==> src/rtl/wavetimer8.sv <==
module wavetimer8 #(
  parameter int W = 8
) (
  input  logic         clk,
  input  logic         rst_n,
  input  logic         tick,
  input  logic         wr_en,
  input  logic [2:0]   wr_sel,
  input  logic [W-1:0] wr_data,
  input  logic         clr_en,
  input  logic [2:0]   clr_bits,
  output logic [W-1:0] count,
  output logic         out_a,
  output logic         out_b,
  output logic [2:0]   flags,
  output logic         irq
);
  localparam logic [W-1:0] MAXV = '1;

  logic [W-1:0] cnt, buf_a, buf_b, act_a, act_b, top, cnt_nx;
  logic [2:0]   mode, mask, flg;
  logic [1:0]   om_a, om_b;
  logic         down, down_nx, q_a, q_b;

  wire is_pc   = (mode == 3'd1) || (mode == 3'd5);
  wire is_fast = (mode == 3'd3) || (mode == 3'd7);
  wire is_np   = (mode == 3'd0) || (mode == 3'd2);
  wire pwm     = is_pc || is_fast;
  wire cnt_wr  = wr_en && (wr_sel == 3'd0);
  wire ctl_wr  = wr_en && (wr_sel == 3'd3);
  wire step    = tick && (pwm || is_np) && !cnt_wr;

  assign top = ((mode == 3'd2) || (mode == 3'd5) || (mode == 3'd7)) ? act_a : MAXV;
  wire at_top = (cnt == top);

  wire ovf_ev = step && (is_pc ? (down && cnt == '0) : is_fast ? at_top : (cnt == MAXV));
  wire hit_a  = step && (cnt == act_a);
  wire hit_b  = step && (cnt == act_b);
  wire wrap   = step && is_fast && at_top;
  wire load   = step && (is_fast ? at_top : is_pc && !down && (cnt >= top));

  always_comb begin
    cnt_nx  = cnt + 1'b1;
    down_nx = down;
    if (is_pc) begin
      if (top == '0) cnt_nx = '0;
      else if (!down && cnt >= top) begin
        cnt_nx  = cnt - 1'b1;
        down_nx = 1'b1;
      end else if (down && cnt == '0) begin
        cnt_nx  = cnt + 1'b1;
        down_nx = 1'b0;
      end else if (down) cnt_nx = cnt - 1'b1;
    end else if ((mode == 3'd2 || is_fast) && at_top) begin
      cnt_nx = '0;
    end
  end

  function automatic logic pin_next(input logic q, input logic [1:0] om, input logic hit,
                                    input logic wr, input logic dn, input logic pcm,
                                    input logic fst);
    logic nx;
    nx = q;
    if (fst) begin
      if (wr) nx = (om == 2'b10) ? 1'b1 : (om == 2'b11) ? 1'b0 : q;
      else if (hit) nx = (om == 2'b10) ? 1'b0 : (om == 2'b11) ? 1'b1 : q;
    end else if (pcm) begin
      if (hit && om[1]) nx = om[0] ^ dn;
    end else if (hit) begin
      case (om)
        2'b01:   nx = ~q;
        2'b10:   nx = 1'b0;
        2'b11:   nx = 1'b1;
        default: nx = q;
      endcase
    end
    return nx;
  endfunction

  always_ff @(posedge clk or negedge rst_n) begin
    if (!rst_n) begin
      cnt   <= '0;
      buf_a <= '0;
      buf_b <= '0;
      act_a <= '0;
      act_b <= '0;
      mode  <= '0;
      om_a  <= '0;
      om_b  <= '0;
      mask  <= '0;
      flg   <= '0;
      down  <= 1'b0;
      q_a   <= 1'b0;
      q_b   <= 1'b0;
    end else begin
      if (cnt_wr) cnt <= wr_data;
      else if (step) cnt <= cnt_nx;

      if (ctl_wr) down <= 1'b0;
      else if (step && is_pc) down <= down_nx;

      if (ctl_wr) begin
        mode <= wr_data[2:0];
        om_a <= wr_data[4:3];
        om_b <= wr_data[6:5];
      end
      if (wr_en && wr_sel == 3'd4) mask <= wr_data[2:0];

      if (load) begin
        act_a <= buf_a;
        act_b <= buf_b;
      end
      if (wr_en && wr_sel == 3'd1) begin
        buf_a <= wr_data;
        if (!pwm) act_a <= wr_data;
      end
      if (wr_en && wr_sel == 3'd2) begin
        buf_b <= wr_data;
        if (!pwm) act_b <= wr_data;
      end

      q_a <= pin_next(q_a, om_a, hit_a, wrap, down, is_pc, is_fast);
      q_b <= pin_next(q_b, om_b, hit_b, wrap, down, is_pc, is_fast);

      flg <= (flg & ~(clr_en ? clr_bits : 3'b000)) | {hit_b, hit_a, ovf_ev};
    end
  end

  assign count = cnt;
  assign flags = flg;
  assign irq   = |(flg & mask);
  assign out_a = q_a & (om_a[1] | (om_a == 2'b01 && is_np));
  assign out_b = q_b & (om_b[1] | (om_b == 2'b01 && is_np));
endmodule

==> config.mk <==
export PLATFORM = sky130hd
export DESIGN_NAME = wavetimer8
export DESIGN_NICKNAME = d
export VERILOG_FILES = /design/src/rtl/wavetimer8.sv
export SDC_FILE = /design/constraint.sdc
export NUM_CORES = 1
export LEC_CHECK = 0
export BUFFER_PORTS_ARGS = -buffer_cell sky130_fd_sc_hd__clkbuf_2
export CORE_MARGIN = 1.5
export CORE_UTILIZATION = 40
export DETAILED_ROUTE_END_ITERATION = 8
export PLACE_DENSITY = 0.67
export SYNTH_ARGS = -nofsm -noshare
export SYNTH_HDL_FRONTEND = slang
export SYNTH_SLANG_ARGS = --single-unit
==> constraint.sdc <==
create_clock -name clk -period 7 [get_ports clk]
set_clock_uncertainty 0.2 [all_clocks]
set_input_delay 2.1 -clock clk [delete_from_list [all_inputs] [get_ports clk]]
set_output_delay 2.1 -clock clk [all_outputs]
set_load 0.02 [all_outputs]
==> metrics.md, run 1 <==
| Metric | Value |
|---|---|
| Number of diodes | 0 |
| Initial antenna violation count | 0 |
| Sw Ratio | 44.1% |
| Type of the worst setup path | flip-flop to flip-flop |
| DRC | 0 |
| Post-DP HPWL | 6.66 mm |
| Lkg Pwr | 1.72 nW |
| Cells after Synth | 357 |
| Detail Route Antenna Nets | 0 |
| Endpoints failing setup | 0 |
| CTS tree | built |
| Max IR drop VDD | 0.000129 V |
| Combinational share of power | 43.2% |
| Hold_sp | buf_b[5] |
| Hold Path Class | flip-flop to flip-flop |
| Vias per cell | 6.04 |
| FF+latch area | 1400 um2 |
| Fin. max-slew vios | 0 |
| Sequential power share | 41.7% |
| Syn Nets | 386 |
| Total vias in the final route | 2,942 |
| I/O pin count | 33 |
| Post-Syn Area | 3460 um2 |
| Crit path required time | 7.06 ns |
| Iteration-0 DRC Markers | 211 |
| Worst reg2reg endpoint | act_b[0] |
| Final #Nets | 410 |
| Sequential element share of the synthesized area | 40.5% |
| Hold depth | 1 |
| Final period demand of the worst path | 4.40 ns |
| Post-Place Cells | 479 |
| YS warnings | 0 |
| Cts hold-fix bufs | 0 |
| Starting density of the core | 41.7% |
| Core area | 8300 um2 |
| Headroom to the max-slew limit | 49.0% |
| Setup slack, reg-to-reg | 2.60 ns |
| Drt pass-1 iters | 4 |
| Max Freq | 0.227 GHz |
| Yosys top cell area share | 40.5% |
| Final Hold Vio Count | 0 |
| Number of global-route vias before repair | 2,824 |
| R2R Path Start | mode[0] |
| RSZ-0062 raised after global routing | false |
| Slowest CP cell | a22oi_1 |
| Max-cap viol count | 0 |
| Ys flop type | dfrtp_1 |
| Multi-input gate area | 1940 um2 |
| Routability cong. | 0.884 |
| Type of origin of the critical path | flip-flop |
| WHS Endpoint | act_b[5] |
| Slowest stage delay, CP | 0.61 ns |
| Crit Path Max Fanout | 23 |
| Post-synth ARST share | 100% |
| Crit end category | flip-flop |
| Layout fillers | 778 |
| Final worst-path cycle share | 62.9% |
| CTS sink cnt | 56 |
| Global-route wire length before repair | 15.4 mm |
| Yosys reg bits | 56 |
| Outcome | complete, no violations |
| Gr ovfl total | 0 |
| Clk_lat worst skew | 0.32 ns |
| Largest net degree at the start of global routing | 57 |
| Num CTS Buffers | 5 |
| Die height | 96.0 um |
| Clk root buf | clkbuf_8 |
| Drt wl/cell | 19.3 um |
| Pint | 0.829 mW |
| Setup bufs post-CTS | 0 |
| Gr usage total | 22.4% |
| Layout area overhead | 10.2% |
| CP bufs+invs | 1 |
| Die X | 96.0 um |
| Mean post-synth cell area | 9.70 um2 |
| Die area | 9220 um2 |
| Final WL | 9.42 mm |
| Clock share of power | 15.1% |
| Sum Neg Setup Slack | 0 ns |
| Worst r2r path cells | 11 |
| Worst-Margin Slew | 0.762 ns |
| Share of layout cells above drive strength 1 | 20.7% |
| Buffers on Ports | 32 |
| Clk slew on worst S/H paths | 0.11 ns |
| Psw | 0.655 mW |
| Fin cells | 487 |
| Clk buf depth | 2 |
| Rows | 33 |
| EDFF count, synth | 0 |
| Synth area leaders | dfrtp_1 40%, mux2_2 8.5%, a221o_1 4.6% |
| H-tree Lvls | 2 |
| Pwr/cell area | 389 nW/um2 |
| Distinct cells, synth | 51 |
| Post-CTS Resized | 0 |
| Worst Path Arrival | 4.46 ns |
| CP top delay family | compound AO/OA/AOI/OAI gates |
| Critical-path cell list | inv_1 -> nor2_1 -> a21oi_1 -> or2_2 -> ha_1 -> nand2b_1 -> a2111o_1 -> a31oi_1 -> o31ai_1 -> a22oi_1 -> a221o_1 |
| Yosys top cell by area | dfrtp_1 |
==> stage by stage <==
stage	hold slack [ns]	setup WS [ns]	utilization [%]	total power [mW]	area, um2
3_5_place_dp	0.292	2.62	44.6	1.25	3700
3_3_place_gp	0.284	2.73	44.6	1.24	3700
2_1_floorplan	0.276	3.04	-	1.06	3460
6_report	0.311	2.60	46.0	1.48	3810
4_1_cts	0.316	2.67	46.0	1.48	3810
5_1_grt	0.332	2.36	46.0	1.60	3810
==> Yosys cell counts (3+ instances only) <==
master	n
nor2_1	34
a21oi_1	12
a21o_1	3
o221ai_1	3
a31oi_1	7
nand3_1	6
a221o_1	16
nand2_1	26
a211oi_1	4
mux2_2	26
xor2_1	15
dfrtp_1	56
xnor2_1	15
buf_6	3
nand4_1	7
o22ai_1	4
or2_2	3
nor3_1	5
ha_1	10
clkbuf_1	13
o21ai_0	12
or3_1	3
nand2b_1	6
nor2b_1	3
and3_1	19
nor4_1	5
buf_2	3
inv_1	9
==> cell type report <==
class	instances	area share, %
inverter	9	0.886
multi-input combinational	273	50.9
sequential	56	36.7
clock buffer	5	1.80
tap	105	3.44
clock inverter	3	1.21
timing repair buffer	36	4.99
==> flip-flops by register name, indices dropped and copies added, names as in the netlist <==
signal and count:
count 8, q_b 1, q_a 1, act_a 8, act_b 8, om_b 2
buf_a 8, down 1, mode 3, flags 3, om_a 2, mask 3
buf_b 8
==> cells by family after synthesis <==
group	synth area share, %
adders and majority gates	3.61
DFF	40.5
AOI/OAI and AO/OA	16.2
and+or+nand+nor	19.1
xor gates and xnor gates	7.59
buffers and inverters	3.79
muxes	9.18
==> layout by cell type (no fill, tap or decap), drive strengths merged, types with 4 or more instances in the layout <==
| master | n |
|---|---|
| a221o | 16 |
| xor2 | 15 |
| xnor2 | 15 |
| ha | 10 |
| nor4 | 5 |
| nand2 | 26 |
| a31oi | 7 |
| buf | 4 |
| inv | 10 |
| nand3 | 7 |
| dfrtp | 56 |
| nand2b | 6 |
| a211oi | 4 |
| nor3 | 5 |
| mux2 | 27 |
| nand4 | 7 |
| o21ai | 13 |
| and3 | 19 |
| clkbuf | 37 |
| nor2 | 35 |
| a21oi | 12 |
| o22ai | 4 |
==> power groups by stage <==
stage | Combinational (mW) | Clock [mW] | Sequential (mW)
finish | 0.641 | 0.224 | 0.619
global route | 0.719 | 0.243 | 0.636
CTS | 0.636 | 0.229 | 0.615
detailed placement | 0.632 | 0 | 0.621
global placement | 0.617 | 0 | 0.620
floorplan | 0.524 | 0 | 0.538
==> worst max-delay path by stage <==
stage	startpoint	to	cells after the start
2_1_floorplan	wr_sel[1]	act_b[4]	8
3_3_place_gp	wr_sel[1]	act_b[7]	6
3_5_place_dp	wr_sel[1]	act_a[1]	6
4_1_cts	mode[0]	act_a[3]	11
5_1_grt	mode[0]	count[4]	11
6_report	mode[0]	act_b[0]	11
==> metal layers <==
layer	global-route usage [%]	part of all wire, %	wire, um	vias to the layer above
li1	-	-	-	1367
met1	31.6	45	4260	1452
met2	36.2	47	4390	110
met3	3.08	6.9	654	13
met4	5.15	1.3	126	0
met5	0	0	0	-
(Power assumes the default switching activity.)
==> run 2, diff against run 1 <==
--- a/config.mk
+++ b/config.mk
@@ -9,7 +9,7 @@
 export CORE_MARGIN = 1.5
 export CORE_UTILIZATION = 40
 export DETAILED_ROUTE_END_ITERATION = 8
-export PLACE_DENSITY = 0.67
+export PLACE_DENSITY = 0.69
 export SYNTH_ARGS = -nofsm -noshare
 export SYNTH_HDL_FRONTEND = slang
 export SYNTH_SLANG_ARGS = --single-unit
==> constraint.sdc (replaced) <==
create_clock -name clk -period 3.8 [get_ports clk]
set_clock_uncertainty 0.2 [all_clocks]
set_input_delay 1.14 -clock clk [delete_from_list [all_inputs] [get_ports clk]]
set_output_delay 1.14 -clock clk [all_outputs]
set_load 0.02 [all_outputs]
==> run 2 against run 1 <==
Die area did not move; sequential share of layout area fell by 0.69 points; first-iteration DRC count rose by 51%; largest power group unchanged.
==> metrics.md, run 2 (same netlist as run 1, synthesis figures left out) <==
| Metric | Value |
|---|---|
| Final period demand of the worst path | 3.41 ns (-0.993 ns) |
| Die height | 96.0 um (unchanged) |
| Initial antenna violation count | 0 (unchanged) |
| RSZ-0062 raised after global routing | false |
| Layout fillers | 792 (+1.8%) |
| Outcome | complete, no violations |
| Die area | 9220 um2 (unchanged) |
| Number of global-route vias before repair | 2,878 (+1.9%) |
| Headroom to the max-slew limit | 56.1% (+7.1 points) |
| CTS sink cnt | 56 (unchanged) |
| Largest net degree at the start of global routing | 24 (-58%) |
| Worst Path Arrival | 3.40 ns (-1.06 ns) |
| Iteration-0 DRC Markers | 318 (+51%) |
| DRC | 0 (unchanged) |
| Lkg Pwr | 1.76 nW (+2.1%) |
| Commonest non-fill, non-tap cells in the layout | 56 x dfrtp_1, 34 x nor2_1, 32 x clkbuf_2, 26 x nand2_1, 26 x mux2_2 |
| Buffers on Ports | 32 (unchanged) |
| Final Cell Area | 3890 um2 (+1.9%) |
| Gr usage total | 22.5% (+0.18 points) |
| Max Freq | 0.293 GHz (+29%) |
| Worst hold slack | 0.323 ns (+0.0114 ns) |
| Final worst-path cycle share | 89.8% (+27 points) |
| Drt pass-1 iters | 5 (+1) |
| Clk_lat worst skew | 0.31 ns (about the same) |
| Gr ovfl total | 0 (unchanged) |
| Max IR drop VDD | 0.000323 V (+150%) |
| Starting density of the core | 41.7% (unchanged) |
| Clk slew on worst S/H paths | 0.10 ns (about the same) |
| Type of origin of the critical path | flip-flop |
| Num CTS Buffers | 5 (unchanged) |
| Sum Neg Setup Slack | 0 ns (unchanged) |
| Endpoints failing setup | 0 (unchanged) |
| Drt wl/cell | 19.7 um (+1.7%) |
| Crit path required time | 3.79 ns (-3.27 ns) |
| Global-route wire length before repair | 15.5 mm (+0.77%) |
| Multi-input gate area | 1950 um2 (+0.26%) |
| Final WL | 9.70 mm (+3.0%) |
| Hold_sp | mask[2] |
| Crit end category | flip-flop |
| Vias per cell | 6.19 (+2.4%) |
| Power consumption | 2.84 mW (+91%) |
| Hold Path Class | flip-flop to flip-flop |
| Post-place setup slack | 0.345 ns (-2.28 ns) |
| Setup bufs post-CTS | 0 (unchanged) |
| Total vias in the final route | 3,051 (+3.7%) |
| Share of layout cells above drive strength 1 | 22.2% (+1.5 points) |
| Type of the worst setup path | flip-flop to flip-flop |
| Layout area overhead | 12.3% |
| Worst-Margin Slew | 0.650 ns (-0.112 ns) |
| Rows | 33 (unchanged) |
| Number of diodes | 0 (unchanged) |
| Detail Route Antenna Nets | 0 (unchanged) |
| Final Hold Vio Count | 0 (unchanged) |
| Setup slack, reg-to-reg | 0.39 ns (-2.21 ns) |
| Final worst-path setup slack | 0.389 ns (-2.21 ns) |
| Max-cap viol count | 0 (unchanged) |
| Worst r2r path cells | 10 (-1) |
| WHS Endpoint | mask[2] |
| Clk buf depth | 2 (unchanged) |
| Fin. max-slew vios | 0 (unchanged) |
| Core area | 8300 um2 (unchanged) |
| Placed cell area | 3740 um2 (+1.2%) |
| R2R Path Start | mode[0] |
| Pwr/cell area | 730 nW/um2 (+88%) |
| Most common cell after layout, fill and taps aside | dfrtp_1 |
| FF+latch area | 1400 um2 (unchanged) |
| Die X | 96.0 um (unchanged) |
| H-tree Lvls | 2 (unchanged) |
| Clk root buf | clkbuf_8 |
| Crit Path Max Fanout | 16 (-30%) |
| CTS tree | built |
| I/O pin count | 33 (unchanged) |
| Post-DP HPWL | 6.92 mm (+4.0%) |
| Worst reg2reg endpoint | act_a[1] |
| Final #Nets | 416 (+1.5%) |
| Hold depth | 1 (unchanged) |
| Routability cong. | 0.929 (+5.0%) |
## run 2: cell count changes in the layout (fill, tap and decap cells not counted)
cell and delta:
a22oi_1 -1, a22oi_2 +1, buf_4 +6, bufinv_16 +1
clkinv_2 -1, inv_6 +1, inv_8 -1
## run 2: how the worst max path moves through the flow
stage / from / endpoint / slack [ns] / cells after the start
after global routing: mode[0] / act_b[4] / 0.09 / 12
after global placement: mode[0] / act_a[6] / 0.40 / 10
after detailed placement: mode[0] / act_a[4] / 0.35 / 10
after CTS: mode[0] / act_a[1] / 0.27 / 10
after floorplan: mode[0] / act_b[4] / 0.39 / 14
final: mode[0] / act_a[1] / 0.39 / 10
## run 2: timing repair
| item | CTS | global route |
|---|---|---|
| resized for setup | 0 | 1 |
| setup endpoints to repair | 0 | 4 |
| hold buffers | 0 | 0 |
## run 2: per-layer routing
| metal | GRT usage, % | vias to the layer above | part of all wire (%) | wire, um |
|---|---|---|---|---|
| met3 | 3.24 | 30 | 6.5 | 626 |
| met5 | 0 | - | 0 | 0 |
| met4 | 8.82 | 0 | 3.2 | 306 |
| met1 | 32.2 | 1499 | 45 | 4360 |
| met2 | 34.3 | 134 | 45 | 4410 |
| li1 | - | 1388 | - | - |
## run 2: through the flow
step                      utilization [%]  instances
final                                46.8        493
after global routing                 46.8        493
after CTS                            46.8        493
after detailed placement             45.1        485
after global placement               45.1        485
after floorplan                         -        357
## run 2: area by class of cell
cell class	instances	area share (%)
Inverter	9	0.869
Timing Repair Buffer	42	6.05
Clock inverter	3	1.77
Clock buffer	5	1.77
Multi-Input combinational cell	273	50.1
Tap cell	105	3.38
Sequential cell	56	36.1
## run 2: critical path, stage by stage (launching register included)
cell and delay (ns):
dfrtp_1 0.52, nor2_1 0.25, a21oi_1 0.14, or2_2 0.31
ha_1 0.28, nand2b_1 0.15, a2111o_1 0.42, a31oi_1 0.23
o31ai_1 0.17, and2_4 0.25, a221o_1 0.38
## run 2: report_power, final
part           internal, mW  switching, mW
registers             0.786          0.336
clock network         0.266          0.205
logic                 0.573          0.673
==> run 3, diff against run 2 <==
--- a/config.mk
+++ b/config.mk
@@ -6,6 +6,7 @@
 export NUM_CORES = 1
 export LEC_CHECK = 0
 export BUFFER_PORTS_ARGS = -buffer_cell sky130_fd_sc_hd__clkbuf_2
+export CORE_ASPECT_RATIO = 1.75
 export CORE_MARGIN = 1.5
 export CORE_UTILIZATION = 40
 export DETAILED_ROUTE_END_ITERATION = 8
==> run 3 against run 2 <==
Cell area rose by 0.55%; register-to-register slack got worse by 0.24 ns; critical endpoint is now act_b[3]; hold slack got worse by 0.018 ns; highest routed layer unchanged; die area rose by 0.23%; largest power group unchanged; critical path type unchanged.
==> metrics.md, run 3 (same netlist as run 1, synthesis figures left out) <==
| Metric | Value |
|---|---|
| Routability cong. | 0.973 (+4.8%) |
| DRC | 0 (unchanged) |
| Max IR drop VDD | 0.000283 V (-13%) |
| Hold Path Class | flip-flop to flip-flop |
| Initial antenna violation count | 0 (unchanged) |
| CP top delay family | compound AO/OA/AOI/OAI gates |
| Crit Path Max Fanout | 16 (unchanged) |
| RSZ-0062 raised after global routing | false |
| Slowest CP cell | dfrtp_1 |
| Final Util | 46.7% (-0.13 points) |
| Number of diodes | 0 (unchanged) |
| CTS sink cnt | 56 (unchanged) |
| I/O pin count | 33 (unchanged) |
| Gr usage total | 22.6% (+0.046 points) |
| Cts hold-fix bufs | 0 (unchanged) |
| Commonest non-fill, non-tap cells in the layout | 56 x dfrtp_1, 34 x nor2_1, 32 x clkbuf_2, 26 x nand2_1, 26 x mux2_2 |
| Rows | 44 (+33%) |
| Drt wl/cell | 19.4 um (-1.3%) |
| Clk slew on worst S/H paths | 0.07 ns (-0.03 ns) |
| Largest net degree at the start of global routing | 32 (+33%) |
| Worst Path Arrival | 3.63 ns (+0.23 ns) |
| Layout fillers | 836 (+5.6%) |
| Starting density of the core | 41.4% (-0.34 points) |
| Gr ovfl total | 0 (unchanged) |
| Post-DP HPWL | 7.32 mm (+5.8%) |
| Headroom to the max-slew limit | 53.8% (-2.2 points) |
| Number of global-route vias before repair | 2,937 (+2.1%) |
| Total vias in the final route | 3,002 (-1.6%) |
| Global-route wire length before repair | 15.8 mm (+1.6%) |
| CP bufs+invs | 0 (unchanged) |
| Final WL | 9.75 mm (+0.51%) |
| Buffers on Ports | 32 (unchanged) |
| Final #Nets | 415 (-0.24%) |
| Sum Neg Setup Slack | 0 ns (unchanged) |
| Type of the worst setup path | flip-flop to flip-flop |
| Pwr/cell area | 726 nW/um2 (-0.60%) |
| Post-CTS Resized | 0 (unchanged) |
| Die area | 9240 um2 (+0.23%) |
| Num CTS Buffers | 5 (unchanged) |
| Endpoints failing setup | 0 (unchanged) |
| Max-cap viol count | 0 (unchanged) |
| Layout area overhead | 12.9% |
| Worst-Margin Slew | 0.692 ns (+0.0425 ns) |
| Clk_lat worst skew | 0.30 ns (about the same) |
| Setup bufs post-CTS | 0 (unchanged) |
| Fin. max-slew vios | 0 (unchanged) |
| CTS tree | built |
| Core area | 8370 um2 (+0.83%) |
| Detail Route Antenna Nets | 0 (unchanged) |
| Clk root buf | clkbuf_16 |
| Crit end category | flip-flop |
| Final Hold Vio Count | 0 (unchanged) |
| Lkg Pwr | 1.76 nW (about the same) |
| Slowest stage delay, CP | 0.53 ns (about the same) |
| Die height | 126 um (+31%) |
| Clk buf depth | 2 (unchanged) |
| Drt pass-1 iters | 7 (+2) |
| Vias per cell | 5.98 (-3.4%) |
| Type of origin of the critical path | flip-flop |
| Outcome | complete, no violations |
| Final period demand of the worst path | 3.65 ns (+0.243 ns) |
| H-tree Lvls | 2 (unchanged) |
| Max Freq | 0.274 GHz (-6.7%) |
| Critical-path cell list | nor2_1 -> a21oi_1 -> or2_2 -> ha_1 -> nand2b_1 -> a2111o_1 -> a31oi_1 -> o31ai_1 -> and2_4 -> a221o_1 |
| Final worst-path cycle share | 96.2% (+6.4 points) |
| Iteration-0 DRC Markers | 213 (-33%) |
| Most common cell after layout, fill and taps aside | dfrtp_1 |
| Share of layout cells above drive strength 1 | 21.7% (-0.46 points) |
| Crit path required time | 3.78 ns (about the same) |
| Die X | 73.3 um (-24%) |
-- run 3: changes by cell type in the layout (fill, tap and decap cells not counted) --
cell,delta
bufinv_16,-2
clkinv_2,+1
buf_4,-2
clkinvlp_4,+1
buf_12,+1
a22oi_2,-1
clkbuf_16,+5
a22oi_1,+1
clkbuf_8,-5
-- run 3: area by class of cell --
class	instances	area, um2	area share (%)
Sequential cell	56	1400	35.9
Multi-Input combinational cell	273	1940	49.7
Clock buffer	5	125	3.20
Tap cell	115	144	3.68
Inverter	9	33.8	0.865
Clock inverter	3	21.3	0.544
Timing Repair Buffer	41	240	6.15
-- run 3: report_power, final --
group	leakage [nW]	total, mW	internal, mW	switching (mW)
sequential	0.682	1.14	0.787	0.348
clock	0.0702	0.470	0.246	0.224
combinational	1.01	1.23	0.567	0.665
-- run 3: through the flow --
step                area [um2]  hold WS (ns)  power, mW  setup slack (ns)  std cells
floorplan                 3460         0.276       1.96             0.394        357
finish                    3910         0.305       2.84             0.146        502
global route              3910         0.328       3.01            0.0263        502
CTS                       3910         0.310       2.83             0.166        502
global placement          3760         0.284       2.33             0.214        494
detailed placement        3760         0.287       2.36             0.202        494
-- run 3: path summary, 6_finish.rpt --
| check | start | end | slack, ns | cells after the start |
|---|---|---|---|---|
| max reg2reg | mode[0] | act_b[3] | 0.15 | 10 |
| min reg2reg | buf_b[5] | act_b[5] | 0.30 | 1 |
| min in group asynchronous | rst_n | buf_b[6] | 0.67 | 1 |
| min | buf_b[5] | act_b[5] | 0.30 | 1 |
| max | mode[0] | act_b[3] | 0.15 | 10 |
| max in group asynchronous | rst_n | act_b[0] | 2.13 | 2 |
-- run 3: metal layers --
metal	up-vias	share of wire (%)	global-route usage [%]
li1	1384	-	-
met2	109	52	38.3
met1	1475	38	26.9
met3	34	4.2	2.40
met5	-	0	0
met4	0	5.7	13.1
